[src/rtl/sidle_pkg.sv]
package sidle_pkg;
    typedef enum logic [1:0] {
        IDLE_FORCE = 2'd0,
        IDLE_NEVER = 2'd1,
        IDLE_SMART = 2'd2,
        IDLE_SPARE = 2'd3
    } idle_mode_e;
endpackage

[src/rtl/sidle_ack_fsm.sv]
module sidle_ack_fsm
    import sidle_pkg::*;
(
    input  logic       clk,
    input  logic       rst_n,
    input  logic       idle_req_i,
    input  logic       bus_active_i,
    input  idle_mode_e mode_i,
    output logic       ack_o
);
    typedef struct packed {
        logic ack;
    } ack_state_t;

    ack_state_t st_d, st_q;

    always_comb begin
        st_d = st_q;
        if (!idle_req_i) begin
            st_d.ack = 1'b0;
        end else begin
            unique case (mode_i)
                IDLE_NEVER: st_d.ack = 1'b0;
                // smart: latch once the bus is quiet, hold until request drops
                IDLE_SMART: st_d.ack = st_q.ack | ~bus_active_i;
                default:    st_d.ack = 1'b1;
            endcase
        end
    end

    always_ff @(posedge clk or negedge rst_n) begin
        if (!rst_n) st_q <= '0;
        else        st_q <= st_d;
    end

    assign ack_o = st_q.ack;
endmodule

[src/rtl/sidle_rst_seq.sv]
module sidle_rst_seq #(
    parameter int RST_CYCLES = 16
) (
    input  logic clk,
    input  logic rst_n,
    input  logic start_i,
    output logic busy_o
);
    localparam int CW = (RST_CYCLES > 2) ? $clog2(RST_CYCLES) : 1;
    localparam logic [CW-1:0] LOAD = CW'(RST_CYCLES - 1);

    typedef struct packed {
        logic          busy;
        logic [CW-1:0] cnt;
    } seq_state_t;

    seq_state_t st_d, st_q;

    always_comb begin
        st_d = st_q;
        if (start_i) begin
            st_d.busy = 1'b1;
            st_d.cnt  = LOAD;
        end else if (st_q.busy) begin
            if (st_q.cnt == '0) st_d.busy = 1'b0;
            else                st_d.cnt  = st_q.cnt - 1'b1;
        end
    end

    // hardware reset leaves the sequence running so power-up behaves like a soft reset
    always_ff @(posedge clk or negedge rst_n) begin
        if (!rst_n) begin
            st_q.busy <= 1'b1;
            st_q.cnt  <= LOAD;
        end else begin
            st_q <= st_d;
        end
    end

    assign busy_o = st_q.busy;
endmodule

[src/rtl/sidle_gate.sv]
module sidle_gate (
    input  logic ack_i,
    input  logic bus_active_i,
    input  logic autoidle_i,
    input  logic clkact_i,
    input  logic wake_en_i,
    output logic clk_en_o,
    output logic wakeup_o
);
    logic run_d, idle_cut_d;

    always_comb begin
        run_d      = autoidle_i ? bus_active_i : 1'b1;
        idle_cut_d = ack_i & ~clkact_i;
        clk_en_o   = run_d & ~idle_cut_d;
        wakeup_o   = wake_en_i & ack_i & bus_active_i;
    end
endmodule

[src/rtl/slave_idle_ctrl.sv]
module slave_idle_ctrl
    import sidle_pkg::*;
#(
    parameter int RST_CYCLES = 16
) (
    input  logic       clk,
    input  logic       rst_n,
    input  logic       idle_req_i,
    input  logic       bus_active_i,
    input  logic [1:0] idle_mode_i,
    input  logic       autoidle_i,
    input  logic       clkact_i,
    input  logic       wake_en_i,
    input  logic       srst_wr_i,
    input  logic       srst_data_i,
    output logic       idle_ack_o,
    output logic       clk_en_o,
    output logic       wakeup_o,
    output logic       int_rst_o,
    output logic       reset_done_o
);
    logic ack_w, busy_w, start_w;

    assign start_w = srst_wr_i & srst_data_i;

    sidle_ack_fsm u_ack (
        .clk          (clk),
        .rst_n        (rst_n),
        .idle_req_i   (idle_req_i),
        .bus_active_i (bus_active_i),
        .mode_i       (idle_mode_e'(idle_mode_i)),
        .ack_o        (ack_w)
    );

    sidle_rst_seq #(.RST_CYCLES(RST_CYCLES)) u_seq (
        .clk     (clk),
        .rst_n   (rst_n),
        .start_i (start_w),
        .busy_o  (busy_w)
    );

    sidle_gate u_gate (
        .ack_i        (ack_w),
        .bus_active_i (bus_active_i),
        .autoidle_i   (autoidle_i),
        .clkact_i     (clkact_i),
        .wake_en_i    (wake_en_i),
        .clk_en_o     (clk_en_o),
        .wakeup_o     (wakeup_o)
    );

    assign idle_ack_o   = ack_w;
    assign int_rst_o    = busy_w;
    assign reset_done_o = ~busy_w;
endmodule

[config.mk]
export PLATFORM = sky130hd
export DESIGN_NAME = slave_idle_ctrl
export DESIGN_NICKNAME = d
export VERILOG_FILES = /design/src/rtl/sidle_pkg.sv /design/src/rtl/sidle_ack_fsm.sv /design/src/rtl/sidle_rst_seq.sv /design/src/rtl/sidle_gate.sv /design/src/rtl/slave_idle_ctrl.sv
export SDC_FILE = /design/constraint.sdc
export NUM_CORES = 1
export LEC_CHECK = 0
export ABC_AREA = 1
export BUFFER_PORTS_ARGS = -buffer_cell sky130_fd_sc_hd__buf_2
export CORE_AREA = 4 4 41 43
export CTS_CLUSTER_DIAMETER = 200
export DETAILED_ROUTE_END_ITERATION = 6
export DIE_AREA = 0 0 45 47
export PLACE_DENSITY = 0.48
export SLEW_MARGIN = 0
export SYNTH_ARGS = -nofsm -noshare
export SYNTH_HDL_FRONTEND = slang
export SYNTH_SLANG_ARGS = --single-unit
[constraint.sdc]
create_clock -name clk -period 2.1 [get_ports clk]
set_clock_uncertainty 0.2 [all_clocks]
set_input_delay 0.105 -clock clk [delete_from_list [all_inputs] [get_ports clk]]
set_output_delay 0.105 -clock clk [all_outputs]
set_load 0.01 [all_outputs]
Word level (Yosys, flattened, before mapping)
Cells that the tools add are included.
Storage, ports and cells
  ROM bits: 0
  input port bits: 11
  output and inout port bits: 5
  RAM bits: 0
  latch bits: 0
  logic and storage cells: 27
  register bits after elaboration: 6
  memories: 0
Operators by class
  reduce and logical (&&, ||, !) cells: 3
  shift operators: 0
  magnitude comparators: 0
  multiplexer cells: 7
  bitwise logic cells: 10
  equality and inequality tests: 3
  add/sub/neg operators: 1
  multipliers: 0
  div/mod/pow operators: 0
Operators with widths (count)
  $mux 5: 2
  $and 1x1->1: 5
  $logic_not 4->1: 1
  $mux 4: 1
  $not 1->1: 4
  $sub 4x1->4 const B: 1
  $mux 1: 3
  $eq 2x1->1 const B: 1
  $eq 2x2->1 const B: 1
  $ne 2x2->1 const B: 1
  $pmux 1 s2: 1
  $reduce_and 2->1: 1
  $reduce_bool 2->1: 1
  $or 1x1->1: 1

Longest topological paths before layout
Gate-level depths: netlist of the first run.
  depth after elaboration: 4
  mapped depth: 7
  gate-level depth less buffers: 7

By module
A second synthesis of the first run with hierarchy kept.
Second synthesis, totals
  cell total of the unflattened synthesis: 55
  area total of the unflattened synthesis: 405.4 µm²
Modules (own cells, without submodules)
  sidle_rst_seq: seq. area each 131.4 µm², times used 1, cells each 34, area each 305.3 µm²
  sidle_ack_fsm: seq. area each 25.0 µm², times used 1, cells each 10, area each 58.8 µm²
  sidle_gate: seq. area each 0.0 µm², times used 1, cells each 8, area each 30.0 µm²
  slave_idle_ctrl: seq. area each 0.0 µm², times used 1, cells each 3, area each 11.3 µm²

Least setup slack after synthesis of the first run
Ideal clock, no wire load.
  path type: register to register
  start point: reg u_seq.st_q[0] in the netlist's numbering
  end point: reg u_seq.st_q[1] in the netlist's numbering
  required time: 1.831 ns
  arrival: 1.146 ns
  clock period less this slack: 1.415 ns
  path slack: 0.685 ns
  setup time: 0.069 ns
  stages on the path, launching flop included: 8
  buffers on the path: 0
  cell sequence: dfstp_2 inv_1 ha_1 nand3_4 nand2_2 nand2_2 nand2_1 o21ai_2
Between the ends
  longest elaborated chain between the ends: 4
  elaborated cells between the ends (all ways): 7
  those cells by class: add/sub: 1; eq/ne: 1; mux: 3; reduce/logical: 2
RTL lines
  start, declared: line sidle_rst_seq.sv:17  | seq_state_t st_d, st_q;
  start signal, assigned: line sidle_rst_seq.sv:36  | st_q <= st_d;
  $sub 4x1->4: line sidle_rst_seq.sv:26  | else st_d.cnt = st_q.cnt - 1'b1;
  $mux 4: line sidle_rst_seq.sv:25  | if (st_q.cnt == '0) st_d.busy = 1'b0;
  $mux 5: line sidle_rst_seq.sv:24  | end else if (st_q.busy) begin
  $mux 5: line sidle_rst_seq.sv:21  | if (start_i) begin
Parallel ways exist; a longest one is shown, timed or not. The select of a mux whose other input is x is not followed.
A chain may end at the register's enable or synchronous reset.

Worst setup path after layout of the first run
  start point: in srst_data_i
  end point: reg u_seq.st_q[1] in the netlist's numbering
Between the ends
  longest elaborated chain between the ends: 3
  elaborated cells between the ends (all ways): 5
  those cells by class: eq/ne: 1; mux: 1; bitwise: 1; reduce/logical: 2
RTL lines
  start, declared: line slave_idle_ctrl.sv:15  | input logic srst_data_i,
  $and 1x1->1 *: line slave_idle_ctrl.sv:24  | assign start_w = srst_wr_i & srst_data_i;
  $ne 2x2->1 (no line) / $reduce_bool 2->1 (equally long branches)
  $reduce_and 2->1 (no line)
Every way passes the cells marked *; elsewhere a longest branch is shown, timed or not.

==> results.md, run 1 <==
* Status: complete, no violations
* Largest net degree at the start of global routing at 9
* Critical-path cell list: dlygate4sd3_1 > buf_2 > nand2_4 > dlygate4sd3_1 > nand2_2 > nand2_1 > o21ai_2
* Max IR drop VDD at 0.530 mV
* Crit end category: flop
* YS warnings at 0
* Row Count at 13
* N_diodes at 0
* Met2 WL post-DR at 401 um
* Longest Clk Path Bufs at 2
* Period utilization at 82.5%
* Vias at 370
* Total power per unit cell area at 978 nW/um2
* CTS tree: built
* Vias per inst at 4.51
* Hold WS at 0.00622 ns
* Remaining Overflow, GRT at 0
* RSZ-0062 raised after global routing: false
* Setup-failing EPs final at 0
* Gate Count Post-Synth at 43
* Metal1 wirelength at 351 um
* Post-CTS Setup Inserts at 0
* Reg2reg path depth at 7
* Critical path's slowest cell: dlygate4sd3_1
* Worst EP required at 2.07 ns
* H-Tree Depth at 1
* Worst-Margin Slew at 0.188 ns
* Largest fanout on the critical path at 4
* Crit Path Category: input pin to flop
* Min-Delay Path Class: input pin to async pin
* Sequential area share after synthesis at 42.5%
* Top routing layer used: met3
* FILL cells at 148
* Post-DRT Antenna Nets at 0
* Met3 wire length at 65 um
* Max-Cap Viols at 0
* Clock buffer count from CTS at 3
* WP data arrival at 1.71 ns
* Startpoint Class: input pin
* IO Pins at 16
* Layout Cells excl Fill at 82
* Commonest non-fill, non-tap cell in the layout: buf_2
* Core area at 1300 um2
* Layout Nets at 81
* Max Slew Vio Count at 0
* Cell variety after synth at 17
* Setup TNS at 0 ns
* Fin. Hold Viols at 0
* Clock sinks at 6
* Post-synth top area cell: dfstp_2
* R2R setup slack at 0.62 ns
* Die Y at 47 um
* Crit Reg-Reg Endpoint: u_seq.st_q[1]$_DFFE_PN1P_
* Root buf cell: clkbuf_4
* Fin area at 538 um2
* Post_cts resized at 0
* Wire per inst at 9.96 um
* Post-Syn Nets at 56
* Most common cell on crit path: dlygate4sd3_1
* Clock latency on the worst-skew pair at 0.25 ns
* Die width at 45 um
* Fmax at 577 MHz
* Synth-to-Final Area Change at 46.3%
* Syn_area_per_cell at 8.55 um2
* Clk slew on worst S/H paths at 0.05 ns
* Critical R2R Launch: u_seq.st_q[0]$_DFFE_PN1P_
* First-pass GRT wire length at 1380 um
* Area contributors post-synth: dfstp_2 (36%), nand3_1 (8.2%), nand2_1 (7.1%)
* Vias in the first global route at 331
* Die ar. at 2120 um2
* Routed Wire Length at 817 um
* Synth top area share at 35.7%
* RD Place Congestion at 0.681
* Placed Area at 462 um2
* LEAKAGE at 0.289 nW
* CP peak stage delay at 0.64 ns
* DR iter-0 viols at 3
* Initial antenna violation count at 0
* # port buffers at 15
* Fin crit period at 1.73 ns
* Synthesized area at 368 um2
* FF+latch count, synth at 6
* Most frequent cells in the layout: buf_2 (15), nand2_1 (7), nand3_1 (6)
* Post-Place Cells at 73
* Detailed-route DRC error count at 0
* Initial core utilization at 28.3%
* Share of layout cells above drive strength 1 at 49.3%
* DRT Pass-1 Iters at 3
* Slew headroom at 87.4%
* Post-DP HPWL at 619 um
* Total GRT Usage at 9.47%
## cells by family (layout without fill, tap and decap cells)
kind of cell	Yosys count	count (layout)	share of synthesized area [%]
AO/OA/AOI/OAI	5	5	8.84
adder cells (fa/ha/maj)	2	2	6.80
buffers and inverters	9	33	9.18
flip-flops	6	6	42.5
AND/OR/NAND/NOR	21	21	32.7
## worst max-delay path, delay by kind of cell
| family | cells | cell delay [ns] |
|---|---|---|
| AO/OA/AOI/OAI | 1 | 0.05 |
| AND/OR/NAND/NOR | 3 | 0.23 |
| buffers and inverters | 3 | 1.32 |
## what timing repair did
action,4_1_cts,5_1_grt
hold buffers,5,0
hold endpoints to repair,12,0
endpoints found under the setup margin,0,0
## cell usage after synthesis
master	count
nand2_4	1
nand4_1	2
o21ai_2	1
nand2_2	2
nand3_1	6
a41oi_1	1
nor2_2	1
dfstp_2	5
dfrtp_1	1
nand3_4	1
nor2_1	1
inv_1	5
o21ai_0	2
o21ai_1	1
nand2_1	7
ha_1	2
inv_2	4
## how the worst max path moves through the flow
| stage | start | to | slack, ns | cells past startpoint |
|---|---|---|---|---|
| after floorplan | u_seq.st_q[0]$_DFFE_PN1P_ | u_seq.st_q[1]$_DFFE_PN1P_ | 0.69 | 7 |
| after global placement | u_seq.st_q[0]$_DFFE_PN1P_ | u_seq.st_q[1]$_DFFE_PN1P_ | 0.64 | 7 |
| after detailed placement | u_seq.st_q[0]$_DFFE_PN1P_ | u_seq.st_q[1]$_DFFE_PN1P_ | 0.63 | 7 |
| after CTS | srst_data_i | u_seq.st_q[1]$_DFFE_PN1P_ | 0.40 | 7 |
| after global routing | srst_data_i | u_seq.st_q[1]$_DFFE_PN1P_ | 0.32 | 7 |
| final | srst_data_i | u_seq.st_q[1]$_DFFE_PN1P_ | 0.37 | 7 |
## area by class of cell
type	instances	area (um2)	share of cell area [%]
clock buffer	4	26.3	4.88
sequential	6	156	29.1
tap	15	18.8	3.49
timing repair buffer	20	125	23.3
inverter	9	33.8	6.28
multi-input combinational	28	178	33.0
## through the flow
| stage | util, % | setup slack (ns) | total power [mW] |
|---|---|---|---|
| 4_1_cts | 41.3 | 0.402 | 0.535 |
| 2_1_floorplan | - | 0.685 | 0.354 |
| 5_1_grt | 41.3 | 0.318 | 0.575 |
| 6_report | 41.3 | 0.367 | 0.526 |
| 3_3_place_gp | 35.5 | 0.639 | 0.405 |
| 3_5_place_dp | 35.5 | 0.629 | 0.404 |
## per-layer routing
| metal | vias to the layer above | track usage [%] |
|---|---|---|
| met2 | 13 | 13.0 |
| li1 | 188 | - |
| met4 | 0 | 3.51 |
| met5 | - | 0 |
| met3 | 0 | 5.75 |
| met1 | 169 | 12.1 |
## registers in the layout (all words and copies together) (netlist names)
signal,flops
u_seq.st_q,4
u_ack.ack_o,1
u_seq.busy_o,1
## where the power goes
| part | internal [mW] | leakage (nW) | switching (mW) |
|---|---|---|---|
| Sequential | 0.182 | 0.0651 | 0.0291 |
| Clock | 0.0721 | 0.0150 | 0.0446 |
| Combinational | 0.0823 | 0.209 | 0.116 |
| Total | 0.337 | 0.289 | 0.189 |
No activity file was read; power rests on OpenSTA's default activity.
==> inputs of run 2 (changes only) <==
==> constraint.sdc (replaced) <==
create_clock -name clk -period 1.6 [get_ports clk]
set_clock_uncertainty 0.2 [all_clocks]
set_input_delay 0.08 -clock clk [delete_from_list [all_inputs] [get_ports clk]]
set_output_delay 0.08 -clock clk [all_outputs]
set_load 0.01 [all_outputs]
==> run 2 against run 1 <==
Effect of this change:
- global-route usage down 0.97 points
- combinational power up 32%
- highest routed layer unchanged
- largest cell class unchanged
- via count down 1.6%
- largest power group unchanged
==> results.md, run 2 (synthesis gave the netlist of run 1 again) <==
* Crit end category: flop
* Clock latency on the worst-skew pair at 0.24 ns
* Post-DP HPWL at 607 um
* Root buf cell: clkbuf_4
* Fmax at 674 MHz
* CTS tree: built
* Multi-input gate area at 181 um2
* Most frequent cells in the layout: buf_2 (15), dlygate4sd3_1 (8), nand2_1 (7)
* Reg2reg path depth at 7
* Clk slew on worst S/H paths at 0.05 ns
* Initial antenna violation count at 0
* Die ar. at 2120 um2
* Vias per inst at 4.28
* RD Place Congestion at 0.738
* Largest net degree at the start of global routing at 9
* Die width at 45 um
* Initial core utilization at 28.3%
* Commonest non-fill, non-tap cell in the layout: buf_2
* Post-Place Cells at 73
* R2R setup slack at 0.12 ns
* Met2 GRT Util at 11.9%
* Period utilization at 92.7%
* Biggest register: u_seq.st_q
* Vias at 364
* Grt met3 use at 5.75%
* Total power per unit cell area at 1210 nW/um2
* Worst EP required at 1.57 ns
* Post-DRT Antenna Nets at 0
* Layout Nets at 84
* Layout Cells excl Fill at 85
* Wire per inst at 9.46 um
* Crit Path Category: flop to flop
* Max FFs per register at 4
* DRT Pass-1 Iters at 2
* Fin. Hold Viols at 0
* Share of layout cells above drive strength 1 at 48.6%
* Reg area at 156 um2
* Detailed-route DRC error count at 0
* Slew headroom at 89.3%
* Critical R2R Launch: u_seq.st_q[0]$_DFFE_PN1P_
* Gr busiest metal: met2
* Status: complete, no violations
* Remaining Overflow, GRT at 0
* Synth-to-Final Area Change at 55.4%
* Min-Delay Path Class: input pin to async pin
* Setup TNS at 0 ns
* WP data arrival at 1.46 ns
* Clock buffer count from CTS at 3
* LEAKAGE at 0.303 nW
* Setup-failing EPs final at 0
* Fin area at 572 um2
* Max IR drop VDD at 0.462 mV
* Routed Wire Length at 804 um
* Placed Area at 462 um2
* # port buffers at 15
* Max-Cap Viols at 0
* H-Tree Depth at 1
* Vias in the first global route at 322
* Core area at 1300 um2
* RSZ-0062 raised after global routing: false
* DR iter-0 viols at 6
* Clock sinks at 6
* First-pass GRT wire length at 1270 um
* FILL cells at 144
* Row Count at 13
* Largest fanout on the critical path at 6
* Worst-Margin Slew at 0.158 ns
* Met1 Use GR at 10.9%
* Startpoint Class: flop
* Total GRT Usage at 8.50%
* IO Pins at 16
* Crit Reg-Reg Endpoint: u_seq.st_q[1]$_DFFE_PN1P_
* Longest Clk Path Bufs at 2
* Fin crit period at 1.48 ns
* Die Y at 47 um
* N_diodes at 0
* Max Slew Vio Count at 0
## run 2: worst max-delay path by stage
stage | start | to | slack (ns) | depth (start not counted)
after global routing | u_seq.st_q[0]$_DFFE_PN1P_ | u_seq.st_q[1]$_DFFE_PN1P_ | 0.05 | 7
final | u_seq.st_q[0]$_DFFE_PN1P_ | u_seq.st_q[1]$_DFFE_PN1P_ | 0.12 | 7
after floorplan | u_seq.st_q[0]$_DFFE_PN1P_ | u_seq.st_q[1]$_DFFE_PN1P_ | 0.19 | 7
after detailed placement | u_seq.st_q[0]$_DFFE_PN1P_ | u_seq.st_q[1]$_DFFE_PN1P_ | 0.12 | 7
after CTS | idle_mode_i[1] | u_ack.ack_o$_DFF_PN0_ | 0.03 | 5
after global placement | u_seq.st_q[0]$_DFFE_PN1P_ | u_seq.st_q[1]$_DFFE_PN1P_ | 0.12 | 7
## run 2: stage by stage
stage               total power, mW  utilization [%]  hold slack, ns  setup WS, ns
CTS                           0.699             42.1           0.173        0.0334
finish                        0.689             43.9           0.175         0.116
global route                  0.753             43.9           0.200        0.0465
global placement              0.532             35.5          -0.292         0.119
detailed placement            0.531             35.5          -0.293         0.118
floorplan                     0.465                -          -0.416         0.185
## run 2: power by group
part | total (mW) | internal [mW] | leakage [nW] | switching [mW]
registers | 0.282 | 0.240 | 0.0651 | 0.0425
clock network | 0.146 | 0.0943 | 0.0150 | 0.0521
logic | 0.261 | 0.113 | 0.223 | 0.148
## run 2: repair_timing
item                                    4_1_cts  5_1_grt
hold buffers                                  6        3
resized for setup                             0        2
setup buffers                                 0        0
endpoints found under the setup margin        0        1
hold endpoints to repair                     12        1
## run 2: area by class of cell
cell class | count | share of cell area (%)
Multi-Input combinational cell | 28 | 31.7
Sequential cell | 6 | 27.4
Timing Repair Buffer | 23 | 27.1
Inverter | 9 | 5.91
Clock buffer | 4 | 4.60
Tap cell | 15 | 3.28
## run 2: layer usage
layer | wire, um | up-vias
met2 | 375 | 9
met3 | 44 | 0
met1 | 385 | 162
met5 | 0 | -
met4 | 0 | 0
li1 | - | 193
## run 2: worst max-delay path, cell delays in order, from the launching register on
cell and delay, ns:
dfstp_2 0.54, inv_1 0.07, ha_1 0.23, nand3_4 0.12
nand2_2 0.07, nand2_2 0.08, nand2_1 0.07, o21ai_2 0.05
==> inputs of run 3 (changes only) <==
==> constraint.sdc (replaced) <==
create_clock -name clk -period 1.85 [get_ports clk]
set_clock_uncertainty 0.2 [all_clocks]
set_input_delay 0.0925 -clock clk [delete_from_list [all_inputs] [get_ports clk]]
set_output_delay 0.0925 -clock clk [all_outputs]
set_load 0.01 [all_outputs]
==> run 3 against run 2 <==
Effect of this change:
- wire length is 2.7% higher
- flip-flop and latch count unchanged
- cell count is 1.2% lower
- first-iteration DRC count down 50%
- count of clock-buffer cells in the layout did not move
- die area is the same
- final area down 2.4%
- register-to-register slack better by 0.25 ns
- highest routed layer unchanged
==> results.md, run 3 (synthesis gave the netlist of run 1 again) <==
* Biggest register: u_seq.st_q
* Post-DRT Antenna Nets at 0
* Setup-failing EPs final at 0
* DR iter-0 viols at 3
* Fmax at 580 MHz
* Max Slew Vio Count at 0
* Max FFs per register at 4
* Period utilization at 93.2%
* LEAKAGE at 0.297 nW
* RSZ-0062 raised after global routing: false
* Clock latency on the worst-skew pair at 0.25 ns
* Largest fanout on the critical path at 4
* Core area at 1300 um2
* Fin crit period at 1.72 ns
* Worst-Margin Slew at 0.188 ns
* Clock power share at 22.1%
* Remaining Overflow, GRT at 0
* Max IR drop VDD at 0.597 mV
* Share of layout cells above drive strength 1 at 47.8%
* Largest net degree at the start of global routing at 9
* Seq pwr share at 40.0%
* WP data arrival at 1.70 ns
* Fin util at 42.9%
* Row Count at 13
* RD Place Congestion at 0.681
* Hold WS at 0.187 ns
* R2R setup slack at 0.37 ns
* CTS tree: built
* # port buffers at 15
* H-Tree Depth at 1
* Crit Reg-Reg Endpoint: u_seq.st_q[1]$_DFFE_PN1P_
* Reg2reg path depth at 7
* Gr busiest metal: met2
* Die Y at 47 um
* Synth-to-Final Area Change at 51.7%
* Clock sinks at 6
* Initial core utilization at 28.3%
* Fin area at 558 um2
* Vias at 378
* Met2 GRT Util at 13.6%
* Slew headroom at 87.4%
* Switching Share at 35.9%
* Int Pwr at 385 uW
* Detailed-route DRC error count at 0
* Die ar. at 2120 um2
* First-pass GRT wire length at 1420 um
* Vias in the first global route at 338
* Total GRT Usage at 9.79%
* Total power per unit cell area at 1080 nW/um2
* Combinational power share at 38.0%
* N_diodes at 0
* Clock buffer count from CTS at 3
* Clk slew on worst S/H paths at 0.05 ns
* Root buf cell: clkbuf_4
* Layout Nets at 83
* Die width at 45 um
* Crit end category: flop
* P_sw at 215 uW
* PnR Total Power at 600 uW
* Met1 Use GR at 12.5%
* Worst EP required at 1.82 ns
* Initial antenna violation count at 0
* Wire per inst at 9.83 um
* Critical R2R Launch: u_seq.st_q[0]$_DFFE_PN1P_
* Longest Clk Path Bufs at 2
* Commonest non-fill, non-tap cell in the layout: buf_2
* Most frequent cells in the layout: buf_2 (15), nand2_1 (7), dlygate4sd3_1 (7)
* Max-Cap Viols at 0
* IO Pins at 16
* Min-Delay Path Class: input pin to async pin
* Routed Wire Length at 826 um
* Crit Path Category: input pin to flop
* Fin. Hold Viols at 0
* FILL cells at 148
* Vias per inst at 4.50
* DRT Pass-1 Iters at 3
* Status: complete, no violations
* Post-DP HPWL at 619 um
* Setup TNS at 0 ns
* Grt met3 use at 5.75%
* Startpoint Class: input pin
* Placed Area at 462 um2
## run 3: worst max path at each step
stage	to	cells after the start	slack [ns]	start
after floorplan	u_seq.st_q[1]$_DFFE_PN1P_	7	0.44	u_seq.st_q[0]$_DFFE_PN1P_
after global placement	u_seq.st_q[1]$_DFFE_PN1P_	7	0.39	u_seq.st_q[0]$_DFFE_PN1P_
after detailed placement	u_seq.st_q[1]$_DFFE_PN1P_	7	0.38	u_seq.st_q[0]$_DFFE_PN1P_
after CTS	u_seq.st_q[1]$_DFFE_PN1P_	7	0.15	srst_wr_i
after global routing	u_seq.st_q[1]$_DFFE_PN1P_	7	0.07	srst_data_i
final	u_seq.st_q[1]$_DFFE_PN1P_	7	0.13	srst_data_i
## run 3: critical path: stages
cell	delay, ns
dlygate4sd3_1	0.54
buf_2	0.14
nand2_4	0.05
dlygate4sd3_1	0.64
nand2_2	0.10
nand2_1	0.08
o21ai_2	0.05
## run 3: per-layer routing
metal	wire, um	up-vias	part of all wire [%]
met5	0	-	0
met3	65	0	7.9
met2	406	13	49
met4	0	0	0
met1	354	173	43
li1	-	192	-
## run 3: cell type report
type / instances / area [um2] / area share, %
Multi-Input combinational cell: 28 / 178 / 31.8
Timing Repair Buffer: 22 / 145 / 26.0
Sequential cell: 6 / 156 / 28.0
Tap cell: 15 / 18.8 / 3.36
Clock buffer: 4 / 26.3 / 4.71
Inverter: 9 / 33.8 / 6.05
## run 3: through the flow
stage | std cells | worst slack [ns]
after detailed placement | 73 | 0.379
after floorplan | 43 | 0.435
after CTS | 84 | 0.154
after global placement | 73 | 0.389
final | 84 | 0.125
after global routing | 84 | 0.0659
## run 3: power groups by stage
stage          Clock [mW]  Sequential, mW  Combinational, mW
6_report            0.133           0.240              0.228
3_5_place_dp            0           0.241              0.218
5_1_grt             0.150           0.249              0.258
2_1_floorplan           0           0.237              0.165
4_1_cts             0.139           0.239              0.232
3_3_place_gp            0           0.242              0.218
## run 3: what timing repair did
item                                   4_1_cts  5_1_grt
hold buffers                                 7        0
endpoints found under the hold margin       12        0
resized for setup                            0        0
buffers inserted                             0        0
